$ cat src/rtl/isa_dsp_pkg.sv
package isa_dsp_pkg;

  // Port selected by address bits 2:1
  typedef enum logic [1:0] {
    PORT_DATA = 2'b00,
    PORT_ADDR = 2'b01,
    PORT_RST  = 2'b10,
    PORT_CTRL = 2'b11
  } port_e;

  // Strobe sequencer states
  typedef enum logic [2:0] {
    SQ_IDLE,
    SQ_LATCH,
    SQ_LEAD,
    SQ_STROBE,
    SQ_TRAIL
  } seq_e;

  function automatic port_e port_of(input logic [1:0] a21);
    return port_e'(a21);
  endfunction

endpackage

$ cat src/rtl/isa_port_decode.sv
module isa_port_decode
  import isa_dsp_pkg::*;
#(
  parameter int unsigned ADDR_W   = 10,
  parameter int unsigned DATA_W   = 16,
  parameter int unsigned JMP_W    = 4,
  parameter logic [ADDR_W-1:0] TOP_BASE = 10'h360
) (
  input  logic              clk,
  input  logic              rst_n,
  input  logic [JMP_W-1:0]  jumper,
  input  logic [ADDR_W-1:0] io_addr,
  input  logic              io_aen,
  input  logic              io_rd_n,
  input  logic              io_wr_n,
  input  logic [DATA_W-1:0] io_wdata,
  output logic              hit,
  output port_e             port,
  output logic              wr_evt,
  output logic              rd_evt,
  output logic              rd_act,
  output logic [DATA_W-1:0] wdata_q
);

  localparam int unsigned HI_W = ADDR_W - 3;
  localparam logic [HI_W-1:0] TOP_HI = TOP_BASE[ADDR_W-1:3];

  // Base address bits 9:3: each jumper step moves the board down 8 bytes
  function automatic logic [HI_W-1:0] base_hi(input logic [JMP_W-1:0] n);
    return TOP_HI - HI_W'(n);
  endfunction

  logic [ADDR_W-1:0] addr_q;
  logic              aen_q;
  logic              rd_n_q, rd_n_q2;
  logic              wr_n_q, wr_n_q2;

  always_ff @(posedge clk or negedge rst_n) begin
    if (!rst_n) begin
      addr_q  <= '0;
      aen_q   <= 1'b1;
      rd_n_q  <= 1'b1;
      rd_n_q2 <= 1'b1;
      wr_n_q  <= 1'b1;
      wr_n_q2 <= 1'b1;
      wdata_q <= '0;
    end else begin
      addr_q  <= io_addr;
      aen_q   <= io_aen;
      rd_n_q  <= io_rd_n;
      rd_n_q2 <= rd_n_q;
      wr_n_q  <= io_wr_n;
      wr_n_q2 <= wr_n_q;
      wdata_q <= io_wdata;
    end
  end

  assign hit    = !aen_q && !addr_q[0] && (addr_q[ADDR_W-1:3] == base_hi(jumper));
  assign port   = port_of(addr_q[2:1]);
  assign wr_evt = hit && wr_n_q2 && !wr_n_q;
  assign rd_evt = hit && rd_n_q2 && !rd_n_q;
  assign rd_act = hit && !rd_n_q;

endmodule

$ cat src/rtl/idma_sequencer.sv
module idma_sequencer
  import isa_dsp_pkg::*;
#(
  parameter int unsigned NUM        = 6,
  parameter int unsigned IDX_W      = 3,
  parameter int unsigned DATA_W     = 16,
  parameter int unsigned STROBE_CYC = 2
) (
  input  logic              clk,
  input  logic              rst_n,
  input  logic              go_latch,
  input  logic              go_wr,
  input  logic              go_rd,
  input  logic [IDX_W-1:0]  idx,
  input  logic [DATA_W-1:0] wdata,
  input  logic [DATA_W-1:0] bus_in,
  output logic [NUM-1:0]    cs,
  output logic [NUM-1:0]    wr,
  output logic [NUM-1:0]    rd,
  output logic [NUM-1:0]    alatch,
  output logic [DATA_W-1:0] bus_out,
  output logic              bus_oe,
  output logic [DATA_W-1:0] rdata,
  output logic              idle
);

  localparam int unsigned CNT_W = $clog2(STROBE_CYC + 1);
  localparam logic [CNT_W-1:0] LAST = CNT_W'(STROBE_CYC - 1);

  seq_e              state;
  logic [IDX_W-1:0]  tgt;
  logic              is_read;
  logic [CNT_W-1:0]  cnt;
  logic [DATA_W-1:0] wbuf;
  logic [DATA_W-1:0] rbuf;

  always_ff @(posedge clk or negedge rst_n) begin
    if (!rst_n) begin
      state   <= SQ_IDLE;
      tgt     <= '0;
      is_read <= 1'b0;
      cnt     <= '0;
      wbuf    <= '0;
      rbuf    <= '0;
    end else begin
      unique case (state)
        SQ_IDLE: begin
          if (go_latch) begin
            state   <= SQ_LATCH;
            tgt     <= idx;
            wbuf    <= wdata;
            is_read <= 1'b0;
          end else if (go_wr || go_rd) begin
            state   <= SQ_LEAD;
            tgt     <= idx;
            wbuf    <= wdata;
            is_read <= go_rd;
          end
        end
        SQ_LATCH: state <= SQ_IDLE;
        SQ_LEAD: begin
          state <= SQ_STROBE;
          cnt   <= '0;
        end
        SQ_STROBE: begin
          if (cnt == LAST) begin
            state <= SQ_TRAIL;
            if (is_read) rbuf <= bus_in;
          end else begin
            cnt <= cnt + 1'b1;
          end
        end
        SQ_TRAIL: state <= SQ_IDLE;
        default:  state <= SQ_IDLE;
      endcase
    end
  end

  logic in_frame;
  logic in_strobe;
  assign in_frame  = (state == SQ_LEAD) || (state == SQ_STROBE) || (state == SQ_TRAIL);
  assign in_strobe = (state == SQ_STROBE);

  for (genvar i = 0; i < NUM; i++) begin : g_dsp
    logic is_tgt;
    assign is_tgt    = (tgt == IDX_W'(i));
    assign cs[i]     = in_frame && is_tgt;
    assign wr[i]     = in_strobe && !is_read && is_tgt;
    assign rd[i]     = in_strobe && is_read && is_tgt;
    assign alatch[i] = (state == SQ_LATCH) && is_tgt;
  end

  assign bus_out = wbuf;
  assign bus_oe  = (state == SQ_LATCH) || (in_frame && !is_read);
  assign rdata   = rbuf;
  assign idle    = (state == SQ_IDLE);

endmodule

$ cat src/rtl/dsp_reset_gen.sv
module dsp_reset_gen #(
  parameter int unsigned NUM   = 6,
  parameter int unsigned IDX_W = 3,
  parameter int unsigned HOLD  = 16
) (
  input  logic             clk,
  input  logic             rst_n,
  input  logic             fire,
  input  logic [IDX_W-1:0] idx,
  output logic [NUM-1:0]   dsp_rst
);

  localparam int unsigned CW = $clog2(HOLD + 1);
  localparam logic [CW-1:0] LOAD = CW'(HOLD);

  for (genvar i = 0; i < NUM; i++) begin : g_cnt
    logic [CW-1:0] left;
    always_ff @(posedge clk or negedge rst_n) begin
      if (!rst_n)                          left <= LOAD;
      else if (fire && idx == IDX_W'(i))   left <= LOAD;
      else if (left != '0)                 left <= left - 1'b1;
    end
    assign dsp_rst[i] = (left != '0);
  end

endmodule

$ cat src/rtl/isa_dsp_bridge.sv
module isa_dsp_bridge
  import isa_dsp_pkg::*;
#(
  parameter int unsigned NUM_DSP    = 6,
  parameter int unsigned ADDR_W     = 10,
  parameter int unsigned DATA_W     = 16,
  parameter int unsigned JMP_W      = 4,
  parameter logic [ADDR_W-1:0] TOP_BASE = 10'h360,
  parameter int unsigned STROBE_CYC = 2,
  parameter int unsigned RST_HOLD   = 16
) (
  input  logic               clk,
  input  logic               rst_n,
  input  logic [JMP_W-1:0]   jumper,
  input  logic [ADDR_W-1:0]  io_addr,
  input  logic               io_aen,
  input  logic               io_rd_n,
  input  logic               io_wr_n,
  input  logic [DATA_W-1:0]  io_wdata,
  output logic [DATA_W-1:0]  io_rdata,
  output logic               io_rdata_oe,
  output logic [DATA_W-1:0]  dsp_bus_out,
  output logic               dsp_bus_oe,
  input  logic [DATA_W-1:0]  dsp_bus_in,
  output logic [NUM_DSP-1:0] dsp_alatch,
  output logic [NUM_DSP-1:0] dsp_cs,
  output logic [NUM_DSP-1:0] dsp_wr,
  output logic [NUM_DSP-1:0] dsp_rd,
  output logic [NUM_DSP-1:0] dsp_reset
);

  localparam int unsigned IDX_W = $clog2(NUM_DSP);

  // Decoder outputs
  logic              hit;
  port_e             port;
  logic              wr_evt, rd_evt, rd_act;
  logic [DATA_W-1:0] wdata_q;

  isa_port_decode #(
    .ADDR_W(ADDR_W), .DATA_W(DATA_W), .JMP_W(JMP_W), .TOP_BASE(TOP_BASE)
  ) u_decode (
    .clk(clk), .rst_n(rst_n), .jumper(jumper), .io_addr(io_addr),
    .io_aen(io_aen), .io_rd_n(io_rd_n), .io_wr_n(io_wr_n), .io_wdata(io_wdata),
    .hit(hit), .port(port), .wr_evt(wr_evt), .rd_evt(rd_evt), .rd_act(rd_act),
    .wdata_q(wdata_q)
  );

  // Named per-port events, before the index check
  logic ev_ctrl_wr, ev_addr_wr_raw, ev_data_wr_raw, ev_data_rd_raw, ev_rst_wr_raw;
  assign ev_ctrl_wr     = wr_evt && (port == PORT_CTRL);
  assign ev_addr_wr_raw = wr_evt && (port == PORT_ADDR);
  assign ev_data_wr_raw = wr_evt && (port == PORT_DATA);
  assign ev_data_rd_raw = rd_evt && (port == PORT_DATA);
  assign ev_rst_wr_raw  = wr_evt && (port == PORT_RST);

  // Active DSP index register
  logic [IDX_W-1:0] sel_idx;
  always_ff @(posedge clk or negedge rst_n) begin
    if (!rst_n)          sel_idx <= '0;
    else if (ev_ctrl_wr) sel_idx <= wdata_q[IDX_W-1:0];
  end

  logic sel_ok;
  assign sel_ok = (sel_idx < IDX_W'(NUM_DSP));

  logic [NUM_DSP-1:0] sel_mask;
  for (genvar i = 0; i < NUM_DSP; i++) begin : g_mask
    assign sel_mask[i] = (sel_idx == IDX_W'(i));
  end

  logic seq_idle;
  logic [DATA_W-1:0] seq_rdata;

  idma_sequencer #(
    .NUM(NUM_DSP), .IDX_W(IDX_W), .DATA_W(DATA_W), .STROBE_CYC(STROBE_CYC)
  ) u_seq (
    .clk(clk), .rst_n(rst_n),
    .go_latch(ev_addr_wr_raw && sel_ok),
    .go_wr(ev_data_wr_raw && sel_ok),
    .go_rd(ev_data_rd_raw && sel_ok),
    .idx(sel_idx), .wdata(wdata_q), .bus_in(dsp_bus_in),
    .cs(dsp_cs), .wr(dsp_wr), .rd(dsp_rd), .alatch(dsp_alatch),
    .bus_out(dsp_bus_out), .bus_oe(dsp_bus_oe), .rdata(seq_rdata), .idle(seq_idle)
  );

  dsp_reset_gen #(
    .NUM(NUM_DSP), .IDX_W(IDX_W), .HOLD(RST_HOLD)
  ) u_rst (
    .clk(clk), .rst_n(rst_n), .fire(ev_rst_wr_raw && sel_ok), .idx(sel_idx),
    .dsp_rst(dsp_reset)
  );

  // Host read mux
  always_comb begin
    io_rdata = '0;
    if (rd_act) begin
      unique case (port)
        PORT_DATA: io_rdata = seq_rdata;
        PORT_CTRL: io_rdata = DATA_W'(sel_idx);
        default:   io_rdata = '0;
      endcase
    end
  end
  assign io_rdata_oe = rd_act;

endmodule

$ cat config.mk
export PLATFORM = sky130hd
export DESIGN_NAME = isa_dsp_bridge
export DESIGN_NICKNAME = d
export VERILOG_FILES = /design/src/rtl/isa_dsp_pkg.sv /design/src/rtl/isa_port_decode.sv /design/src/rtl/idma_sequencer.sv /design/src/rtl/dsp_reset_gen.sv /design/src/rtl/isa_dsp_bridge.sv
export SDC_FILE = /design/constraint.sdc
export NUM_CORES = 1
export LEC_CHECK = 0
export BUFFER_PORTS_ARGS = -buffer_cell sky130_fd_sc_hd__buf_2
export CAP_MARGIN = 20
export CORE_MARGIN = 1
export CORE_UTILIZATION = 54
export CTS_BUF_LIST = sky130_fd_sc_hd__clkbuf_16
export CTS_CLUSTER_SIZE = 24
export DETAILED_ROUTE_END_ITERATION = 6
export GPL_TIMING_DRIVEN = 0
export PLACE_DENSITY = 0.81
export SLEW_MARGIN = 20
export SYNTH_ARGS = -nofsm -noshare
export SYNTH_HDL_FRONTEND = slang
export SYNTH_SLANG_ARGS = --single-unit
$ cat constraint.sdc
create_clock -name clk -period 3.75 [get_ports clk]
set_input_delay 0.75 -clock clk [delete_from_list [all_inputs] [get_ports clk]]
set_output_delay 0.75 -clock clk [all_outputs]
set_load 0.1 [all_outputs]
=== After elaboration in Yosys (flattened, before gate mapping) ===
Cells that the tools add are included.

* Register bits after elaboration: 105
* Input port bits: 51
* Output and inout bits: 64
* Word-level logic and storage cells: 157

* Add/sub/neg operators: 8
* $lt $le $gt $ge: 1
* Equal/unequal tests: 22
* Mux-type cells: 26
* Reduce and logical (&&, ||, !) cells: 80

{| class="wikitable"
|+ Operators by type and width
! operator !! number
|-
| 2-to-1 mux 5 bit || 12
|-
| logical AND 1 bit || 49
|-
| 2-to-1 mux 16 bit || 3
|-
| case mux 16 bit (2 select lines) || 1
|-
| nonzero test 5 bit || 6
|-
| subtractor 5 x 1 -> 5 bit (second input constant) || 6
|-
| == test 3 x 2 -> 1 bit (second input constant) || 6
|-
| nonzero test 2 bit || 8
|-
| == test 3 bit (second input constant) || 5
|-
| 2-to-1 mux 3 bit || 5
|-
| == test 3 x 1 -> 1 bit (second input constant) || 3
|-
| logical NOT 3 bit || 3
|-
| case mux 3 bit (3 select lines) || 1
|-
| == test 7 bit || 1
|-
| subtractor 6 x 5 -> 7 bit (first input constant) || 1
|-
| AND reduction 2 bit || 3
|-
| logical NOT 1 bit || 5
|-
| == test 2 x 1 -> 1 bit (second input constant) || 2
|-
| == test 2 bit (second input constant) || 2
|-
| logical OR 1 bit || 4
|-
| != test 2 bit (second input constant) || 2
|-
| case mux 2 bit (2 select lines) || 1
|-
| less-than comparator 3 bit (second input constant) || 1
|-
| != test 3 x 1 -> 1 bit (second input constant) || 1
|-
| 5 further kinds || 6
|}

=== Longest topological paths before layout ===
* Word-level depth: 11
* Depth in mapped cells: 7
* Gate-level depth less buffers: 7

=== By module ===
A second synthesis with hierarchy kept.

* Cells, all modules: 400
* Area, all modules: 4,788.3 um^2

{| class="wikitable"
|+ By module, submodules not included
! module !! times used !! cells an instance !! area each (um^2) !! sequential area each (um^2)
|-
| idma_sequencer || 1 || 143 || 1,840.5 || 1,026.0
|-
| dsp_reset_gen || 1 || 159 || 1,587.8 || 758.2
|-
| isa_port_decode || 1 || 58 || 1,013.5 || 782.0
|-
| isa_dsp_bridge || 1 || 40 || 346.6 || 75.1
|}

=== Least setup slack after synthesis ===
Ideal clock, no wire load.

* Path kind: input-to-output
* Start point: input jumper[0]
* End point: output io_rdata[10]
* Data arrival time: 3.055 ns
* Required time: 3.000 ns
* Slack: -0.055 ns
* Stages on the path: 6
* Path buffers: 1
* Cell sequence: inv_1 ha_1 xor3_1 nor4_1 clkbuf_1 and4_1

* Word-level cells in the longest chain between the ends: 5

{| class="wikitable"
|+ Ends and longest elaborated chain
! element !! RTL line !! source
|-
| from (decl) || isa_dsp_bridge.sv:14 || <nowiki>input logic [JMP_W-1:0] jumper,</nowiki>
|-
| subtractor 6 x 5 -> 7 bit || isa_port_decode.sv:30 || <nowiki>return TOP_HI - HI_W'(n);</nowiki>
|-
| == test 7 bit || isa_port_decode.sv:58 || <nowiki>assign hit = !aen_q && !addr_q[0] && (addr_q[ADDR_W-1:3] == base_hi(jumper));</nowiki>
|-
| logical AND 1 bit || isa_port_decode.sv:58 ||
|-
| logical AND 1 bit || isa_port_decode.sv:62 || <nowiki>assign rd_act = hit && !rd_n_q;</nowiki>
|-
| 2-to-1 mux 16 bit || isa_dsp_bridge.sv:97 || <nowiki>if (rd_act) begin</nowiki>
|-
| to (decl) || isa_dsp_bridge.sv:20 || <nowiki>output logic [DATA_W-1:0] io_rdata,</nowiki>
|}

Every way passes these cells.

=== Worst setup path in the final report ===
* Start point: input jumper[0]
* End point: output io_rdata[3]

Same word-level chain as after synthesis.

==> metrics <==
cell-internal power between 2 and 2.5 mW; most frequent cell after synthesis dfrtp_1; vias in the first global route ~3700; IO Port Bufs ~110; Sw Ratio 32.2%; DIE AREA roughly 9500 um2; first-pass GRT wire length 16700 um; Die Y roughly 100 um; P&R area growth vs syn 23.0%; status finished, final reports clean; CP Data Arrival Time 2890 ps; Synth area leader dfrtp_1; RSZ-0062 raised after global routing no; post-synthesis cell count between 400 and 500; Ys Warns 0; worst stage delay on the critical path roughly 540 ps; Final Critical Period around 3600 ps; Critical Path Most Common Cell buf_2; Worst R2R Path Depth 4; Flop pwr share between 40% and 50%; Synth cell types 50; # setup viols final 0; Synth Register Bits ~110; DR pass1 iterations 4; row cnt 34; count of flip-flops with a built-in enable after synthesis 0; Slew Limit Headroom 30.1%; proportion of layout cells with a drive suffix above 1 approximately 38%; slowest library cell on the worst path xor3_1; DR vias/cell about 5.4; Post-synth top flop dfrtp_1; Slew Viols, Final 0; synthesized area per cell between 10 and 15 um2; Gate power share 23.1%; root buffer cell clkbuf_16; Total Nets Final 620; DR WL/cell 14.6 um; instance count on the critical path 8; Final Instance Area just over 6000 um2; global route overflow 0; clock power share between 30% and 40%; initial core utilization a little under three fifths; Cell Pwr Density roughly 500 nW/um2; I/O pin total 115; total power 3.02 mW; Area after DPL 5660 um2; CTS max path bufs 2; CTS tree done; sw power a little under 1 mW; Syn Std Cell Area 4910 um2; Final Hold Viols 0; GR Util All Layers between 20 and 25%; Worst Path Required about 3000 ps; final wirelength just under 10000 um; Worst Setup Path Type in -> out; DR DRC count 0; violation count after the first detailed-routing iteration between 150 and 200; Clk pin slew, worst setup/hold paths ~70 ps; period utilization 97.2%; FFs w/ async S/R, synth between 90% and 100%; post-cts hold buffer count 0; peak supply drop around 0.36 mV; worst-path fanout max 5; startpoint type of the worst setup path input pin; top cells by count, synth dfrtp_1, nor2_1, inv_1, mux2_2; Buf/Inv on CP 4; Clock Latency Late Sink around 350 ps; Core Region 8760 um2; f_max around 0.27 GHz; via count roughly 3600; share of the synthesized area in the top cell type between 40% and 50%; critical path cell sequence buf_2 > inv_1 > ha_1 > xor3_1 > nor4_4 > buf_4 > and4_1 > buf_2; largest net degree at the start of global routing 58; Top delay family on crit path buffers and inverters; sequential area share after synthesis approximately 54%; Antenna Violating Nets Remaining 0; clk_skew about 12 ps; clock net sink count between 100 and 150; diodes inserted 0; max-cap violation count 0; hpwl dp 7170 um; initial antenna violation count 0; post-synthesis net count between 400 and 500; Worst-Margin Slew between 1000 and 1500 ps; TritonCTS Buffers 9; H-Tree Depth 3; gpl congestion between 0.8 and 0.9; ranking of synthesized cells by area dfrtp_1, mux2_2, dfstp_2; crit end category primary output; worst min-delay path category in -> async; die width slightly below 100 um; P_leak a little under 3 nW
## kinds of logic after synthesis
kind of cell             after synthesis  share of synthesized area, %
buffers and inverters                 35                          2.83
AO/OA/AOI/OAI                         47                          7.73
flip-flops                           105                          53.8
XOR/XNOR                              21                          4.06
adder cells (fa/ha/maj)               18                          4.59
multiplexers                          38                          9.49
AND/OR/NAND/NOR                      160                          17.5
## per-layer routing
metal | routed length [um] | GRT usage [%] | vias to the layer above | share of wire (%)
li1 | - | - | 1742 | -
met5 | 0 | 0 | - | 0
met2 | 4970 | 38.1 | 103 | 51
met4 | 65 | 6.79 | 0 | 0.67
met3 | 483 | 5.47 | 4 | 5.0
met1 | 4140 | 26.9 | 1737 | 43
## cell type report
type | count | area [um2]
fillers | 649 | 2730
flip-flops and latches | 105 | 2640
clock buffers | 9 | 225
plain buffers | 7 | 36.3
repair buffers | 116 | 664
multi-input cells | 284 | 2160
clock inverters | 7 | 70.1
well taps | 108 | 135
inverters | 28 | 105
## flip-flops by register name, indices dropped and copies added (netlist names), 2 cells and up
name and flops:
u_seq.tgt 3, u_seq.state 3, u_rst.g_cnt.left 30, u_decode.addr_q 10
u_seq.cnt 2, sel_idx 3, u_seq.bus_out 16, u_decode.wdata_q 16
u_seq.rdata 16
## power by group through the flow
stage               Combinational [mW]  Sequential (mW)  Clock, mW
finish                           0.699             1.41      0.909
floorplan                        0.533             1.42          0
global route                     0.793             1.43      0.978
detailed placement               0.703             1.43          0
global placement                 0.658             1.42          0
CTS                              0.708             1.41      0.936
## what timing repair did
action / 4_1_cts / 5_1_grt
pin swaps: 0 / 1
cloned: 0 / 0
hold endpoints to repair: 0 / 0
endpoints found under the setup margin: 17 / 12
resized for setup: 13 / 11
buffers inserted: 0 / 1
## cell usage in the layout, fill, tap and decap left out, drive strengths merged, types with 4 or more instances in the layout
cell,n
buf,115
dfrtp,94
nor2,61
mux2,38
inv,32
xnor2,19
nor3,19
nand2,19
ha,18
a21oi,18
clkbuf,17
and4,13
dfstp,11
o21ai,9
nor4b,6
or3,6
nand2b,6
a2111oi,6
nor4,5
nor2b,4
and3,4
## final timing paths
path	startpoint	to	slack, ps
min reg2reg	u_decode.wr_n_q	u_decode.wr_n_q2	380
min	rst_n	u_rst.g_cnt[0].left[3]	340
min in group clk	u_decode.wr_n_q	u_decode.wr_n_q2	380
max	jumper[0]	io_rdata[3]	110
max in group asynchronous	rst_n	u_decode.aen_q	2740
max reg2reg	sel_idx[1]	u_seq.bus_out[14]	1490
## per-stage QoR
stage	worst slack [ps]	utilization, %	hold slack, ps	TNS (ps)	cells
after global routing	9.28	68.8	370	0	664
after detailed placement	-481	64.6	365	-5930	647
after CTS	39.1	68.4	356	0	663
after global placement	-402	64.2	363	-4780	646
final	106	68.8	343	0	664
after floorplan	85.8	-	358	0	424
(Power assumes the default switching activity.)
